**src/rtl/hold_acq_pkg.sv**
```systemverilog
package hold_acq_pkg;
   typedef enum logic [1:0] {
      ST_IDLE = 2'd0,
      ST_WAIT = 2'd1,
      ST_ACQ  = 2'd2
   } acq_state_e;
endpackage

```
**src/rtl/hold_acq_timer.sv**
```systemverilog
module hold_acq_timer #(
   parameter int ONE_CYC = 1600,
   parameter int CAL_CYC = 4500
) (
   input  logic clk_i,
   input  logic rst_ni,
   input  logic run_i,
   input  logic all_i,
   output logic expire_o
);
   localparam int MAX_CYC = (CAL_CYC > ONE_CYC) ? CAL_CYC : ONE_CYC;
   localparam int CNT_W   = (MAX_CYC > 1) ? $clog2(MAX_CYC) : 1;
   localparam logic [CNT_W-1:0] ONE_LAST = CNT_W'(ONE_CYC - 1);
   localparam logic [CNT_W-1:0] CAL_LAST = CNT_W'(CAL_CYC - 1);

   logic [CNT_W-1:0] cnt_q;
   logic [CNT_W-1:0] last;

   // Counts elapsed acquisition cycles; held at zero outside acquisition.
   always_ff @(posedge clk_i or negedge rst_ni) begin
      if (!rst_ni)     cnt_q <= '0;
      else if (!run_i) cnt_q <= '0;
      else             cnt_q <= cnt_q + 1'b1;
   end

   generate
      if (ONE_CYC == CAL_CYC) begin : g_one_limit
         logic unused_all;
         assign unused_all = all_i;
         assign last = ONE_LAST;
      end else begin : g_two_limits
         assign last = all_i ? CAL_LAST : ONE_LAST;
      end
   endgenerate

   assign expire_o = run_i && (cnt_q == last);
endmodule

```
**src/rtl/hold_acq_target.sv**
```systemverilog
module hold_acq_target #(
   parameter int CHAN_W = 5,
   parameter bit CAL_EN = 1'b1
) (
   input  logic              clk_i,
   input  logic              rst_ni,
   input  logic              load_i,
   input  logic [CHAN_W-1:0] chan_i,
   input  logic              cal_i,
   output logic [CHAN_W-1:0] chan_o,
   output logic              all_o
);
   logic cal_eff;

   generate
      if (CAL_EN) begin : g_cal
         assign cal_eff = cal_i;
      end else begin : g_no_cal
         logic unused_cal;
         assign unused_cal = cal_i;
         assign cal_eff = 1'b0;
      end
   endgenerate

   always_ff @(posedge clk_i or negedge rst_ni) begin
      if (!rst_ni) begin
         chan_o <= '0;
         all_o  <= 1'b0;
      end else if (load_i) begin
         chan_o <= chan_i;
         all_o  <= cal_eff;
      end
   end
endmodule

```
**src/rtl/hold_acq_sequencer.sv**
```systemverilog
module hold_acq_sequencer
   import hold_acq_pkg::*;
#(
   parameter int CHANNELS = 32,
   parameter int ONE_CYC  = 1600,
   parameter int CAL_CYC  = 4500,
   parameter bit CAL_EN   = 1'b1,
   localparam int CHAN_W  = (CHANNELS > 1) ? $clog2(CHANNELS) : 1
) (
   input  logic              clk_i,
   input  logic              rst_ni,
   input  logic              abort_i,
   input  logic              addr_stb_i,
   input  logic [CHAN_W-1:0] addr_chan_i,
   input  logic              addr_cal_i,
   input  logic              track_lvl_i,
   input  logic              track_rise_i,
   output logic              busy_n_o,
   output logic              src_held_o,
   output logic              done_o,
   output logic              err_o,
   output logic [CHAN_W-1:0] chan_o,
   output logic              all_chan_o
);
   generate
      if (CHANNELS < 2) begin : g_bad_channels
         $error("hold_acq_sequencer: CHANNELS must be at least 2");
      end
      if (ONE_CYC < 1 || CAL_CYC < 1) begin : g_bad_cycles
         $error("hold_acq_sequencer: acquisition durations must be at least 1 cycle");
      end
      if (CAL_EN && CAL_CYC < ONE_CYC) begin : g_bad_cal
         $error("hold_acq_sequencer: CAL_CYC must not be shorter than ONE_CYC");
      end
   endgenerate

   acq_state_e state_q, state_d;
   logic accept, rise_go, expire, finish, busy_hit;
   logic src_q, done_q, err_q;

   always_comb begin
      accept   = addr_stb_i && !abort_i && (state_q != ST_ACQ);
      rise_go  = (state_q == ST_WAIT) && track_rise_i && !addr_stb_i && !abort_i;
      finish   = (state_q == ST_ACQ) && expire && !abort_i;
      busy_hit = addr_stb_i && !abort_i && (state_q == ST_ACQ);
      state_d  = state_q;
      if (abort_i)       state_d = ST_IDLE;
      else if (accept)   state_d = track_lvl_i ? ST_ACQ : ST_WAIT;
      else if (rise_go)  state_d = ST_ACQ;
      else if (finish)   state_d = ST_IDLE;
   end

   always_ff @(posedge clk_i or negedge rst_ni) begin
      if (!rst_ni) begin
         state_q <= ST_IDLE;
         src_q   <= 1'b0;
         done_q  <= 1'b0;
         err_q   <= 1'b0;
      end else begin
         state_q <= state_d;
         done_q  <= finish;
         if (abort_i || accept) src_q <= 1'b0;
         else if (finish)       src_q <= 1'b1;
         if (busy_hit)          err_q <= 1'b1;
      end
   end

   hold_acq_target #(
      .CHAN_W (CHAN_W),
      .CAL_EN (CAL_EN)
   ) u_target (
      .clk_i  (clk_i),
      .rst_ni (rst_ni),
      .load_i (accept),
      .chan_i (addr_chan_i),
      .cal_i  (addr_cal_i),
      .chan_o (chan_o),
      .all_o  (all_chan_o)
   );

   hold_acq_timer #(
      .ONE_CYC (ONE_CYC),
      .CAL_CYC (CAL_CYC)
   ) u_timer (
      .clk_i    (clk_i),
      .rst_ni   (rst_ni),
      .run_i    (state_q == ST_ACQ),
      .all_i    (all_chan_o),
      .expire_o (expire)
   );

   assign busy_n_o   = (state_q != ST_ACQ);
   assign src_held_o = src_q;
   assign done_o     = done_q;
   assign err_o      = err_q;
endmodule

```
**config.mk**
```make
export PLATFORM = sky130hd
export DESIGN_NAME = hold_acq_sequencer
export DESIGN_NICKNAME = d
export VERILOG_FILES = /design/src/rtl/hold_acq_pkg.sv /design/src/rtl/hold_acq_timer.sv /design/src/rtl/hold_acq_target.sv /design/src/rtl/hold_acq_sequencer.sv
export SDC_FILE = /design/constraint.sdc
export NUM_CORES = 1
export LEC_CHECK = 0
export BUFFER_PORTS_ARGS = -buffer_cell sky130_fd_sc_hd__buf_2
export CAP_MARGIN = 15
export CORE_UTILIZATION = 48
export CTS_CLUSTER_SIZE = 12
export DETAILED_ROUTE_END_ITERATION = 8
export PLACE_DENSITY_LB_ADDON = 0.08
export SLEW_MARGIN = 20
export SYNTH_ARGS = -nofsm -noshare
export SYNTH_HDL_FRONTEND = slang
export SYNTH_HIERARCHICAL = 1
export SYNTH_SLANG_ARGS = --single-unit
```
**constraint.sdc**
```tcl
create_clock -name clk_i -period 1.7 [get_ports clk_i]
set_clock_uncertainty 0.2 [all_clocks]
set_input_delay 0.085 -clock clk_i [delete_from_list [all_inputs] [get_ports clk_i]]
set_output_delay 0.085 -clock clk_i [all_outputs]
set_load 0.05 [all_outputs]
```
==> impl_metrics.json <==
{
  "switchingPower_mw": 0.391,
  "ys_warn_count": 6,
  "rows": 17,
  "detail_route.drc_violations": 0,
  "ios": 22,
  "post_drt_via_cell_ratio": 5.39,
  "p_seq_frac": 0.508,
  "vias": 938,
  "arrival_ns": 1.69,
  "wire_per_inst_um": 13.4,
  "dp.cells": 157,
  "synthMuxAreaShare": 0.101,
  "slew_viol_final": 0,
  "synth_enable_flop_cells": 0,
  "initial_utilization": 0.523,
  "fp.dieArea_mm2": 0.00268,
  "timing.fmax_mhz": 606,
  "async_reset_ff_frac": 1.00,
  "irDropWorstVdd_mv": 0.516,
  "clkSinkCount": 24,
  "leakagePower_nw": 0.668,
  "clockRootBuffer": "clkbuf_4",
  "cts_tree": "yes",
  "yosys.area_share.simple": 0.208,
  "startpoint_type": "register",
  "yosys.area_share.adder": 0.0105,
  "clkPwrFrac": 0.236,
  "syn_area_mm2": 0.00119,
  "numCtsBuffers": 3,
  "synth_area_leaders": "dfrtp_1 (50%), mux2_4 (7.6%), nor4_1 (3.7%)",
  "area_growth_pct": 31.2,
  "grt_first_pass_wirelength_mm": 3.78,
  "postRouteAntennaNets": 0,
  "max-slew-margin-rel": 0.644,
  "hold_viol_final": 0,
  "grt_max_degree": 25,
  "critical_path_class": "reg2reg",
  "core_area_mm2": 0.00228,
  "setup_viol": 0,
  "port_buffers": 21,
  "die_w_um": 51.8,
  "maxCapViolations": 0,
  "worstPathMaxFanout": 7,
  "routed_wl_mm": 2.33,
  "crit_required_ns": 1.74,
  "cp-end-kind": "register",
  "yosys.area.top_type_share": 0.505,
  "first_pass_iters": 4,
  "overflow": 0,
  "hold_ws_ns": 0.0667,
  "final_cell_area_mm2": 0.00156,
  "hpwl_mm": 1.56,
  "synth_cell_types": 36,
  "synthXorXnorAreaFrac": 0.0221,
  "syn_nets": 120,
  "power_mw": 1.25,
  "place.gp.congestion": 0.803,
  "clkLatencyLatePin_ns": 0.31,
  "nNetsFinal": 160,
  "synthFlopType": "dfrtp_1",
  "synth-compound-area-share": 0.109,
  "nFillCells": 180,
  "netlist_instances": 107,
  "finalNonFillerCells": 174,
  "switching_share": 0.312,
  "period_minus_slack_ns": 1.65,
  "antenna_found_initial": 0,
  "antenna_cells": 0,
  "synth-seq-cells": 24,
  "grt_pass1_vias": 847,
  "pwr_density_cell_mw_per_mm2": 802,
  "synth_common_cells": "dfrtp_1 (24), nand2_1 (8), a21oi_1 (7), nor4_1 (7)",
  "clockBufferDepth": 2,
  "tightest_slew_ns": 0.535,
  "h-tree-depth": 1,
  "grt_usage": 0.196,
  "pwr-share-comb": 0.257,
  "p_int_mw": 0.861,
  "synth-seq-area-share": 0.505,
  "die_height_um": 51.8,
  "layout-drive-gt1-share": 0.377,
  "synth_top_family_by_area": "simple AND/OR/NAND/NOR gates",
  "yosysMostFrequentCell": "dfrtp_1",
  "placed_area_mm2": 0.00136,
  "synth.largest_area_cell": "dfrtp_1",
  "hp-class": "in2async",
  "synth.avg_cell_area_um2": 11.1,
  "outcome": "finished clean",
  "cts.clk_slew.worst_paths_ns": 0.13,
  "first_iter_violations": 18,
  "min_period_over_period": 0.970
}
power groups by stage:
| stage | sequential (mW) | combinational (mW) | clock [mW] |
|---|---|---|---|
| floorplan | 0.754 | 0.102 | 0 |
| global placement | 0.643 | 0.292 | 0 |
| detailed placement | 0.646 | 0.298 | 0 |
| CTS | 0.635 | 0.318 | 0.314 |
| global route | 0.639 | 0.342 | 0.338 |
| finish | 0.636 | 0.321 | 0.295 |
layout make-up:
class	instances	area [um2]	share of cell area
clock buffers	4	36.3	0.0232
inverters	8	37.5	0.0240
multi-input cells	73	586	0.375
flip-flops and latches	24	602	0.385
well taps	28	35.0	0.0224
repair buffers	37	265	0.170
metrics by stage:
step / TNS (ns) / utilization / setup WS, ns
global route: -0.0389 / 0.686 / -0.0319
finish: 0 / 0.686 / 0.0504
CTS: 0 / 0.662 / 0.0177
global placement: 0 / 0.595 / 0.0434
detailed placement: 0 / 0.595 / 0.00504
floorplan: 0 / - / 0.0231
worst paths after layout:
kind                                   from               end  slack [ns]  cells after the start
setup / recovery           u_timer/cnt_q[0]  u_timer/cnt_q[8]        0.05                      4
hold / removal                       rst_ni  u_timer/cnt_q[3]        0.07                      2
setup reg to reg           u_timer/cnt_q[0]  u_timer/cnt_q[8]        0.05                      4
hold reg to reg                       err_o             err_o        0.29                      1
max in group asynchronous            rst_ni  u_timer/cnt_q[6]        0.85                      2
min in group clk_i                    err_o             err_o        0.29                      1
per-layer routing:
metal  up-vias  global-route usage  share of wire
li1        469                   -              -
met1       443               0.256           0.48
met2        22               0.310           0.47
met3         4              0.0380          0.034
met4         0              0.0991          0.017
met5         -                   0              0
cell usage in the layout (no fill, tap or decap), types with 3 or more instances in the layout:
cell type	n
o21ai_0	4
nand2_1	8
mux2i_1	3
buf_4	4
buf_2	21
mux2_4	6
nor4_1	4
a21oi_1	7
dlygate4sd3_1	11
nor4_2	3
dfrtp_1	23
nand3_1	3
nor2_1	5
inv_1	6
clkbuf_4	3
worst max-delay path, stage by stage (launching register included):
cell     delay, ns
dfrtp_1       0.45
ha_4          0.18
nand3_2       0.15
or3_2         0.44
a21oi_1       0.15
repair_timing:
item / CTS / global route
pin swaps: 0 / 1
endpoints found under the hold margin: 35 / 0
endpoints found under the setup margin: 1 / 9
hold buffers: 11 / 0
gates resized for setup: 1 / 7
setup buffers: 0 / 2
kinds of logic after synthesis:
group           count (synthesis)
mux                             9
xor+xnor                        3
fa+ha+maj                       1
compound gates                 18
buf+inv                        10
flops                          24
simple gates                   42
flip-flops by register name, summed over array words and instances, names as in the netlist:
| name | cells |
|---|---|
| err_o | 1 |
| u_timer/cnt_q | 13 |
| done_o | 1 |
| state_q | 2 |
| src_held_o | 1 |
| u_target/all_o | 1 |
| u_target/chan_o | 5 |
Power figures use the tool's default switching activity.
